## src/rtl/hitfmt_pkg.sv

```systemverilog
package hitfmt_pkg;
  localparam int CH_N   = 8;
  localparam int SMP_W  = 12;
  localparam int TS_W   = 16;
  localparam int FR_W   = 4;
  localparam int FIFO_D = 4;
  localparam int AD_W   = $clog2(CH_N);
  localparam int CNT_W  = $clog2(FIFO_D + 1);
  localparam int TIME_W = TS_W + FR_W;

  typedef logic [SMP_W-1:0] smp_t;

  typedef struct packed {
    logic [AD_W-1:0]  addr;
    logic [TS_W-1:0]  coarse;
    logic [FR_W-1:0]  frac;
    smp_t             q;
    smp_t             ql;
    smp_t             qr;
  } hit_rec_t;

  // Position of the threshold crossing between the older sample and the peak,
  // in units of 1/2**FR_W cycle, by restoring division (numerator < divisor).
  function automatic logic [FR_W-1:0] cross_frac(smp_t thr, smp_t older, smp_t peak);
    logic [SMP_W:0]  rem;
    logic [SMP_W:0]  den;
    logic [FR_W-1:0] qv;
    qv = '0;
    if (older <= thr) begin
      rem = {1'b0, smp_t'(thr - older)};
      den = {1'b0, smp_t'(peak - older)};
      for (int b = FR_W - 1; b >= 0; b--) begin
        rem = {rem[SMP_W-1:0], 1'b0};
        if (rem >= den) begin
          rem   = rem - den;
          qv[b] = 1'b1;
        end
      end
    end
    return qv;
  endfunction
endpackage

```

## src/rtl/hitfmt_chan.sv

```systemverilog
module hitfmt_chan
  import hitfmt_pkg::*;
(
  input  logic clk,
  input  logic rst_n,
  input  smp_t thr_i,
  input  smp_t smp_i,
  output smp_t older_o,
  output smp_t peak_o,
  output logic hit_o
);
  smp_t s_new, s_mid, s_old;

  always_ff @(posedge clk or negedge rst_n) begin
    if (!rst_n) begin
      s_new <= '0;
      s_mid <= '0;
      s_old <= '0;
    end else begin
      s_new <= smp_i;
      s_mid <= s_new;
      s_old <= s_mid;
    end
  end

  assign hit_o   = (s_mid > thr_i) && (s_mid >= s_old) && (s_mid > s_new);
  assign peak_o  = s_mid;
  assign older_o = s_old;
endmodule

```

## src/rtl/hitfmt_pick.sv

```systemverilog
module hitfmt_pick
  import hitfmt_pkg::*;
(
  input  logic [CH_N-1:0]            hit_i,
  input  logic [CH_N-1:0][SMP_W-1:0] pk_i,
  input  logic [CH_N-1:0][SMP_W-1:0] old_i,
  input  smp_t                       elo_i,
  input  smp_t                       ehi_i,
  input  smp_t                       thr_i,
  input  logic [TS_W-1:0]            tnow_i,
  output logic                       wr_o,
  output logic                       collide_o,
  output logic [CH_N-1:0]            kept_o,
  output logic [CH_N-1:0]            grant_o,
  output hit_rec_t                   rec_o
);
  logic [CH_N+1:0][SMP_W-1:0] ext;

  assign ext[0]      = elo_i;
  assign ext[CH_N+1] = ehi_i;

  for (genvar x = 0; x < CH_N; x++) begin : g_sup
    logic lose_l, lose_r;
    assign ext[x+1] = pk_i[x];
    if (x == 0) begin : g_l0
      assign lose_l = 1'b0;
    end else begin : g_ln
      assign lose_l = hit_i[x-1] && (pk_i[x-1] >= pk_i[x]);
    end
    if (x == CH_N - 1) begin : g_r0
      assign lose_r = 1'b0;
    end else begin : g_rn
      assign lose_r = hit_i[x+1] && (pk_i[x+1] > pk_i[x]);
    end
    assign kept_o[x] = hit_i[x] && !lose_l && !lose_r;
  end

  assign grant_o   = kept_o & (~kept_o + 1'b1);
  assign wr_o      = |kept_o;
  assign collide_o = |(kept_o & ~grant_o);

  always_comb begin
    smp_t old_sel;
    rec_o   = '0;
    old_sel = '0;
    for (int k = 0; k < CH_N; k++) begin
      if (grant_o[k]) begin
        rec_o.addr = AD_W'(k);
        rec_o.q    = ext[k+1];
        rec_o.ql   = ext[k];
        rec_o.qr   = ext[k+2];
        old_sel    = old_i[k];
      end
    end
    rec_o.coarse = tnow_i - TS_W'(3);
    rec_o.frac   = cross_frac(thr_i, old_sel, rec_o.q);
  end
endmodule

```

## src/rtl/hitfmt_fifo.sv

```systemverilog
module hitfmt_fifo
  import hitfmt_pkg::*;
(
  input  logic             clk,
  input  logic             rst_n,
  input  logic             wr_i,
  input  hit_rec_t         rec_i,
  input  logic             rd_i,
  output logic             valid_o,
  output hit_rec_t         rec_o,
  output logic [CNT_W-1:0] cnt_o,
  output logic             drop_o
);
  localparam int PW = (FIFO_D > 1) ? $clog2(FIFO_D) : 1;

  hit_rec_t         mem [FIFO_D];
  logic [PW-1:0]    wptr_q, wptr_d, rptr_q, rptr_d;
  logic [CNT_W-1:0] cnt_q, cnt_d;
  logic             full, pop, push;

  assign full    = (cnt_q == CNT_W'(FIFO_D));
  assign valid_o = (cnt_q != '0);
  assign pop     = valid_o && rd_i;
  assign push    = wr_i && (!full || pop);
  assign drop_o  = wr_i && full && !pop;
  assign rec_o   = mem[rptr_q];
  assign cnt_o   = cnt_q;

  always_comb begin
    wptr_d = wptr_q;
    rptr_d = rptr_q;
    cnt_d  = cnt_q;
    if (push) wptr_d = (wptr_q == PW'(FIFO_D - 1)) ? '0 : wptr_q + 1'b1;
    if (pop)  rptr_d = (rptr_q == PW'(FIFO_D - 1)) ? '0 : rptr_q + 1'b1;
    if (push && !pop) cnt_d = cnt_q + 1'b1;
    else if (pop && !push) cnt_d = cnt_q - 1'b1;
  end

  always_ff @(posedge clk or negedge rst_n) begin
    if (!rst_n) begin
      wptr_q <= '0;
      rptr_q <= '0;
      cnt_q  <= '0;
    end else begin
      wptr_q <= wptr_d;
      rptr_q <= rptr_d;
      cnt_q  <= cnt_d;
    end
  end

  always_ff @(posedge clk) begin
    if (push) mem[wptr_q] <= rec_i;
  end
endmodule

```

## src/rtl/selftrig_hitfmt.sv

```systemverilog
module selftrig_hitfmt
  import hitfmt_pkg::*;
(
  input  logic                    clk,
  input  logic                    rst_n,
  input  logic [SMP_W-1:0]        thr_i,
  input  logic [CH_N*SMP_W-1:0]   samples_i,
  input  logic [SMP_W-1:0]        edge_lo_i,
  input  logic [SMP_W-1:0]        edge_hi_i,
  output logic                    rec_valid_o,
  input  logic                    rec_ready_i,
  output logic [AD_W-1:0]         rec_addr_o,
  output logic [TIME_W-1:0]       rec_time_o,
  output logic [SMP_W-1:0]        rec_q_o,
  output logic [SMP_W-1:0]        rec_ql_o,
  output logic [SMP_W-1:0]        rec_qr_o,
  output logic                    lost_o
);
  logic [1:0]                 rsync;
  logic                       rst_q;
  logic [TS_W-1:0]            tcnt_q, tcnt_d;
  logic [CH_N-1:0][SMP_W-1:0] pk_v, old_v;
  logic [CH_N-1:0]            hit_v, kept, grant;
  smp_t                       elo_0, elo_1, ehi_0, ehi_1;
  logic                       wr, collide, fifo_drop;
  hit_rec_t                   new_rec, out_rec;
  logic [CNT_W-1:0]           fifo_cnt;
  logic                       lost_q, lost_d;

  always_ff @(posedge clk or negedge rst_n) begin
    if (!rst_n) rsync <= '0;
    else        rsync <= {rsync[0], 1'b1};
  end
  assign rst_q = rsync[1];

  for (genvar i = 0; i < CH_N; i++) begin : g_ch
    hitfmt_chan u_ch (
      .clk     (clk),
      .rst_n   (rst_q),
      .thr_i   (thr_i),
      .smp_i   (samples_i[i*SMP_W +: SMP_W]),
      .older_o (old_v[i]),
      .peak_o  (pk_v[i]),
      .hit_o   (hit_v[i])
    );
  end

  hitfmt_pick u_pick (
    .hit_i     (hit_v),
    .pk_i      (pk_v),
    .old_i     (old_v),
    .elo_i     (elo_1),
    .ehi_i     (ehi_1),
    .thr_i     (thr_i),
    .tnow_i    (tcnt_q),
    .wr_o      (wr),
    .collide_o (collide),
    .kept_o    (kept),
    .grant_o   (grant),
    .rec_o     (new_rec)
  );

  hitfmt_fifo u_fifo (
    .clk     (clk),
    .rst_n   (rst_q),
    .wr_i    (wr),
    .rec_i   (new_rec),
    .rd_i    (rec_ready_i),
    .valid_o (rec_valid_o),
    .rec_o   (out_rec),
    .cnt_o   (fifo_cnt),
    .drop_o  (fifo_drop)
  );

  always_comb begin
    tcnt_d = tcnt_q + 1'b1;
    lost_d = lost_q || fifo_drop || collide;
  end

  always_ff @(posedge clk or negedge rst_q) begin
    if (!rst_q) begin
      tcnt_q <= '0;
      lost_q <= 1'b0;
      elo_0  <= '0;
      elo_1  <= '0;
      ehi_0  <= '0;
      ehi_1  <= '0;
    end else begin
      tcnt_q <= tcnt_d;
      lost_q <= lost_d;
      elo_0  <= edge_lo_i;
      elo_1  <= elo_0;
      ehi_0  <= edge_hi_i;
      ehi_1  <= ehi_0;
    end
  end

  assign rec_addr_o = out_rec.addr;
  assign rec_time_o = {out_rec.coarse, out_rec.frac};
  assign rec_q_o    = out_rec.q;
  assign rec_ql_o   = out_rec.ql;
  assign rec_qr_o   = out_rec.qr;
  assign lost_o     = lost_q;
endmodule

```

## config.mk

```make
export PLATFORM = sky130hd
export DESIGN_NAME = selftrig_hitfmt
export DESIGN_NICKNAME = d
export VERILOG_FILES = /design/src/rtl/hitfmt_pkg.sv /design/src/rtl/hitfmt_chan.sv /design/src/rtl/hitfmt_pick.sv /design/src/rtl/hitfmt_fifo.sv /design/src/rtl/selftrig_hitfmt.sv
export SDC_FILE = /design/constraint.sdc
export NUM_CORES = 1
export LEC_CHECK = 0
export ABC_AREA = 1
export BUFFER_PORTS_ARGS = -buffer_cell sky130_fd_sc_hd__clkbuf_2
export CAP_MARGIN = 5
export CORE_UTILIZATION = 45
export CTS_BUF_LIST = sky130_fd_sc_hd__clkbuf_8
export CTS_CLUSTER_DIAMETER = 120
export DETAILED_ROUTE_END_ITERATION = 10
export GPL_TIMING_DRIVEN = 0
export RECOVER_POWER = 50
export SLEW_MARGIN = 15
export SYNTH_ARGS = -nofsm -noshare
export SYNTH_HDL_FRONTEND = slang
export SYNTH_SLANG_ARGS = --single-unit
```

## constraint.sdc

```tcl
create_clock -name clk -period 13.3 [get_ports clk]
set_input_delay 1.33 -clock clk [delete_from_list [all_inputs] [get_ports clk]]
set_output_delay 1.33 -clock clk [all_outputs]
set_load 0.03 [all_outputs]
```

# --- Word-level counts from Yosys, hierarchy flattened ---
# Memories as Yosys holds them, arrays and structs flattened.
# Cells that the tools add are included.
classes:
  addsub: 12
  n_lt_le_gt_ge: 43
  eq_ne: 3
  muxes: 40
  bitwise: 4
  reduce_logical: 74
ops:
  columns: ["op", "n"]
  rows:
  - ["$mux 36", 8]
  - ["$gt 12x12->1", 23]
  - ["$ge 12x12->1", 15]
  - ["$mux 12", 14]
  - ["$sub 12x12->12", 5]
  - ["$ge 13x12->1", 4]
  - ["$logic_and 1x1->1", 50]
  - ["$mux 3", 8]
  - ["$logic_not 1->1", 17]
  - ["$add 16x1->16 const B", 1]
  - ["$and 8x8->8", 2]
  - ["$not 8->8", 2]
  - ["$reduce_or 8->1", 2]
  - ["$sub 16x2->16 const B", 1]
  - ["$le 12x12->1", 1]
  - ["$add 8x1->8 const B", 1]
  - ["$mux 1", 7]
  - ["$add 2x1->2 const B", 2]
  - ["$eq 2x2->1 const B", 2]
  - ["$mux 2", 2]
  - ["$mux 4", 1]
  - ["$add 3x1->3 const B", 1]
  - ["$eq 3x3->1 const B", 1]
  - ["$logic_or 1x1->1", 3]
  - ["other kinds (3)", 3]
word_totals:
  reg_bits: 362
  ramBits: 236
  in_bits: 135
  out_inout_bits: 61
  n_memories: 1
memory_table:
  columns: ["name", "depth", "word_bits", "rd", "rd_ports_with_merged_regs", "wr", "line", "rtl"]
  rows:
  - ["u_fifo.mem", 4, 59, 1, 0, 1, "hitfmt_fifo.sv:16", "hit_rec_t mem [FIFO_D];"]

# --- Longest topological paths before layout ---
logic_depth:
  word_depth: 31
  ltp_mapped: 100
  mapped_depth_nobuf: 94

# --- Hierarchy ---
# From an unflattened synthesis, not the netlist that was laid out.
hier_totals:
  hier_cells: 4059
  area_unflattened_um2: 35910.7
by_module_without_submodules:
  columns: ["mod", "instances", "cells_each", "area_per_inst_um2"]
  rows:
  - ["hitfmt_chan", 8, 213, 1931.9]
  - ["hitfmt_fifo", 1, 749, 9705.6]
  - ["hitfmt_pick", 1, 1465, 8690.8]
  - ["selftrig_hitfmt", 1, 141, 2059.5]

# --- Worst setup path after synthesis ---
# No wires, ideal clock.
synth_timing:
  kind: "input to register"
  from: "in thr_i[7]"
  to: "mem u_fifo.mem[0][36] in the netlist's numbering (data pin)"
  arrival_ns: 12.780
  setup_slack_ns: 0.236
  path_stages: 91
  n_path_buf: 5
  cell_sequence: "inv_1 > ha_1 > nand2_1 > nor2_1 > and2_1 > nand2_1 > nand2_1 > inv_2 > nand2_4 > nor2_8 > nand2_4 > nand3_4 > nand2_4 > nor2_4 > buf_6 > inv_1 > nor2_1 > inv_1 > [55 not listed] > nand2_1 > nand2_1 > nand2_2 > inv_1 > nor2_1 > ha_1 > a211o_1 > a21oi_1 > o21bai_1 > a21oi_1 > o21ai_0 > a21o_1 > o21ai_0 > inv_1 > nand2_1 > nand2_1 > nand2_1 > a21oi_2"
synth_lines:
  columns: ["element", "line", "rtl"]
  rows:
  - ["start: declaration", "selftrig_hitfmt.sv:6", "input logic [SMP_W-1:0] thr_i,"]
  - ["end: declaration", "hitfmt_fifo.sv:16", null]

==> impl_metrics.tcl <==
set metrics [dict create \
    final_layout_size_suffix_gt1_frac 0.183 \
    synth.net_count 4265 \
    finalClockSkew_ns 0.0616 \
    cts.sinks 598 \
    rr_startpoint "g_ch[3].u_ch.peak_o[11]" \
    holdBufCountCts 0 \
    gp_congestion 0.982 \
    ys_seq_elements 598 \
    path_clk_slew_ns 0.06 \
    cp_max_fo 10 \
    synth_edf_count 236 \
    setup_violations 0 \
    fmax_mhz 78.3 \
    period_share 0.960 \
    dp_hpwl_um 77700 \
    initial_core_util 0.458 \
    synthFlopType "dfrtp_1" \
    grt_pass1_vias 26830 \
    htreeDepth 3 \
    antenna_left 0 \
    worstSetupPathType "in2reg" \
    status "finished with violations" \
    grt_first_pass_wirelength_um 157000 \
    wl_per_cell_um 20.2 \
    place_ws_ns -3.68 \
    final_cell_mix "nand2_1 (584), inv_1 (532), ha_1 (413), dfrtp_1 (362), nor2_1 (309)" \
    hold_viol_final 0 \
    cap_viol_max_count 5 \
    fp.dieH_um 278 \
    min_period_ns 12.77 \
    cp.required_ns 13.74 \
    synth_cell_type_count 64 \
    synth.area.top_cells "dfrtp_1 (26%), edfxtp_1 (21%), ha_1 (16%)" \
    clk_path_buf_depth 3 \
    avgSynthCellArea_um2 9.30 \
    vias 27842 \
    cp-endpoint "u_fifo.mem[1][36]" \
    cp_slowest_cell "or4_4" \
    cp-start-kind "input port" \
    drt_iter0_markers 2108 \
    antenna_found_initial 1 \
    cts_tree "done" \
    detail_route.wirelength_um 105000 \
    synth_warnings 0 \
    cts_root_buffer "clkbuf_8" \
    crit_arrival_ns 13.20 \
    std_cell_rows 100 \
    track_usage 0.269 \
    die_w_um 278 \
    clk_latency_ns 0.75 \
    reg2reg_depth 89 \
    port_buffers 195 \
    nets 4708 \
    async_flop_share 0.605 \
    slew_headroom -1.16 \
    final_common_cell "nand2_1" \
    grt_overflow_total 0 \
    yosysSeqAreaShare 0.471 \
    timing.rr.end "u_fifo.mem[1][36]" \
    startpoint "thr_i[5]" \
    regToRegSetupSlack_ns 0.77 \
    fillerInstances 6776 \
    worstMarginPinSlew_ns 3.25 \
    yosys.area.top_type_share 0.264 \
    cts_buffers 101 \
    firstDrtPassIters 6 \
    violations "max-capacitance violations, max-slew violations" \
    drcViolationCount 0 \
    end_kind "flop" \
    synth_area_um2 34300 \
    hold_path_class "reg2reg" \
    crit_path_max_incr_delay_ns 0.51 \
    area_growth_pct 20.8 \
    grt_max_degree 63 \
    fin_ws_ns 0.532 \
    die-area_um2 77300 \
    core-area_um2 74900 \
    yosys.area.top_type "dfrtp_1" \
    syn_inst 3689 \
    slew_viol_final 259 \
    ios 196 \
    viasPerCell 5.37 \
    crit_top_cell "nand2_1" \
]
[cell usage after synthesis, types with 24 or more instances]
| cell type | number |
|---|---|
| a21oi_1 | 230 |
| nand4_1 | 57 |
| nor2_1 | 337 |
| ha_1 | 439 |
| xor2_1 | 48 |
| nand3_1 | 133 |
| o21bai_1 | 24 |
| nand2_1 | 600 |
| o22ai_1 | 93 |
| clkbuf_1 | 65 |
| a221oi_1 | 31 |
| inv_1 | 525 |
| o21ai_0 | 220 |
| nand2_2 | 24 |
| edfxtp_1 | 236 |
| dfrtp_1 | 362 |
| o221ai_1 | 34 |
[cell families after synthesis]
logic type / Yosys count / share of synthesized area
DFF: 598 / 0.471
adders and majority gates: 441 / 0.161
muxes: 1 / 0.000328
AOI/OAI and AO/OA: 717 / 0.124
xor gates and xnor gates: 65 / 0.0166
other: 1 / 0.000109
and+or+nand+nor: 1243 / 0.158
buffers and inverters: 623 / 0.0687
[cell type report]
type                    count  area (um^2)  area share
multi-input cells        2468        17000       0.410
flip-flops and latches    598        16100       0.390
repair buffers            342         2420      0.0584
inverters                 545         2110      0.0510
clock buffers             112         1540      0.0372
well taps                 969         1210      0.0293
clock inverters            72          543      0.0131
plain buffers              76          460      0.0111
diodes                      1         2.50   0.0000604
[worst min path at each step]
stage | from | end | slack, ns | depth (start not counted)
floorplan | ehi_0[0] | ehi_1[0] | 0.33 | 0
global placement | ehi_0[5] | ehi_1[5] | 0.33 | 0
detailed placement | ehi_0[9] | ehi_1[9] | 0.34 | 0
CTS | rst_n | rsync[1] | 0.32 | 1
global route | ehi_0[6] | ehi_1[6] | 0.35 | 0
finish | ehi_0[11] | ehi_1[11] | 0.35 | 0
[registers in the layout, summed over array words and instances (netlist names)]
name	count
elo_0	12
u_fifo.wptr_q	2
u_fifo.mem	236
elo_1	12
g_ch.u_ch.s_new	96
g_ch.u_ch.older_o	96
tcnt_q	16
ehi_1	12
u_fifo.rptr_q	2
lost_o	1
ehi_0	12
g_ch.u_ch.peak_o	96
u_fifo.cnt_o	3
rsync	2
[per-layer routing]
layer | wire length, um | share of wire | track usage | vias up
met5 | 0 | 0 | 0 | -
met4 | 3350 | 0.032 | 0.101 | 0
met3 | 6650 | 0.063 | 0.0409 | 209
met2 | 48600 | 0.46 | 0.434 | 907
met1 | 46200 | 0.44 | 0.366 | 13232
li1 | - | - | - | 13494
[per-stage QoR]
stage / std cells / utilization / area, um^2 / setup TNS, ns / hold WS (ns)
finish: 5183 / 0.553 / 41400 / 0 / 0.346
global route: 5183 / 0.553 / 41400 / -0.784 / 0.353
CTS: 5133 / 0.540 / 40500 / 0 / 0.323
detailed placement: 4870 / 0.493 / 36900 / -22.65 / 0.336
global placement: 4853 / 0.487 / 36500 / -836.20 / 0.335
floorplan: 3689 / - / 34300 / 0 / 0.331
[worst max-delay path, delay by kind of cell]
kind	cells	cell delay (ns)
AOI/OAI and AO/OA	28	4.08
xor gates and xnor gates	1	0.23
adders and majority gates	6	1.57
buffers and inverters	17	1.76
and+or+nand+nor	36	4.13
[timing repair]
action                                  in CTS  in global routing
resized for setup                          168                161
cloned                                       1                  1
buffers inserted                            78                 51
endpoints found under the setup margin       8                  4
pin swaps                                   32                 88
Power is left out: the tool's default activity adds up to more than one toggle a clock period on the data nets, which glitch-free logic cannot reach.
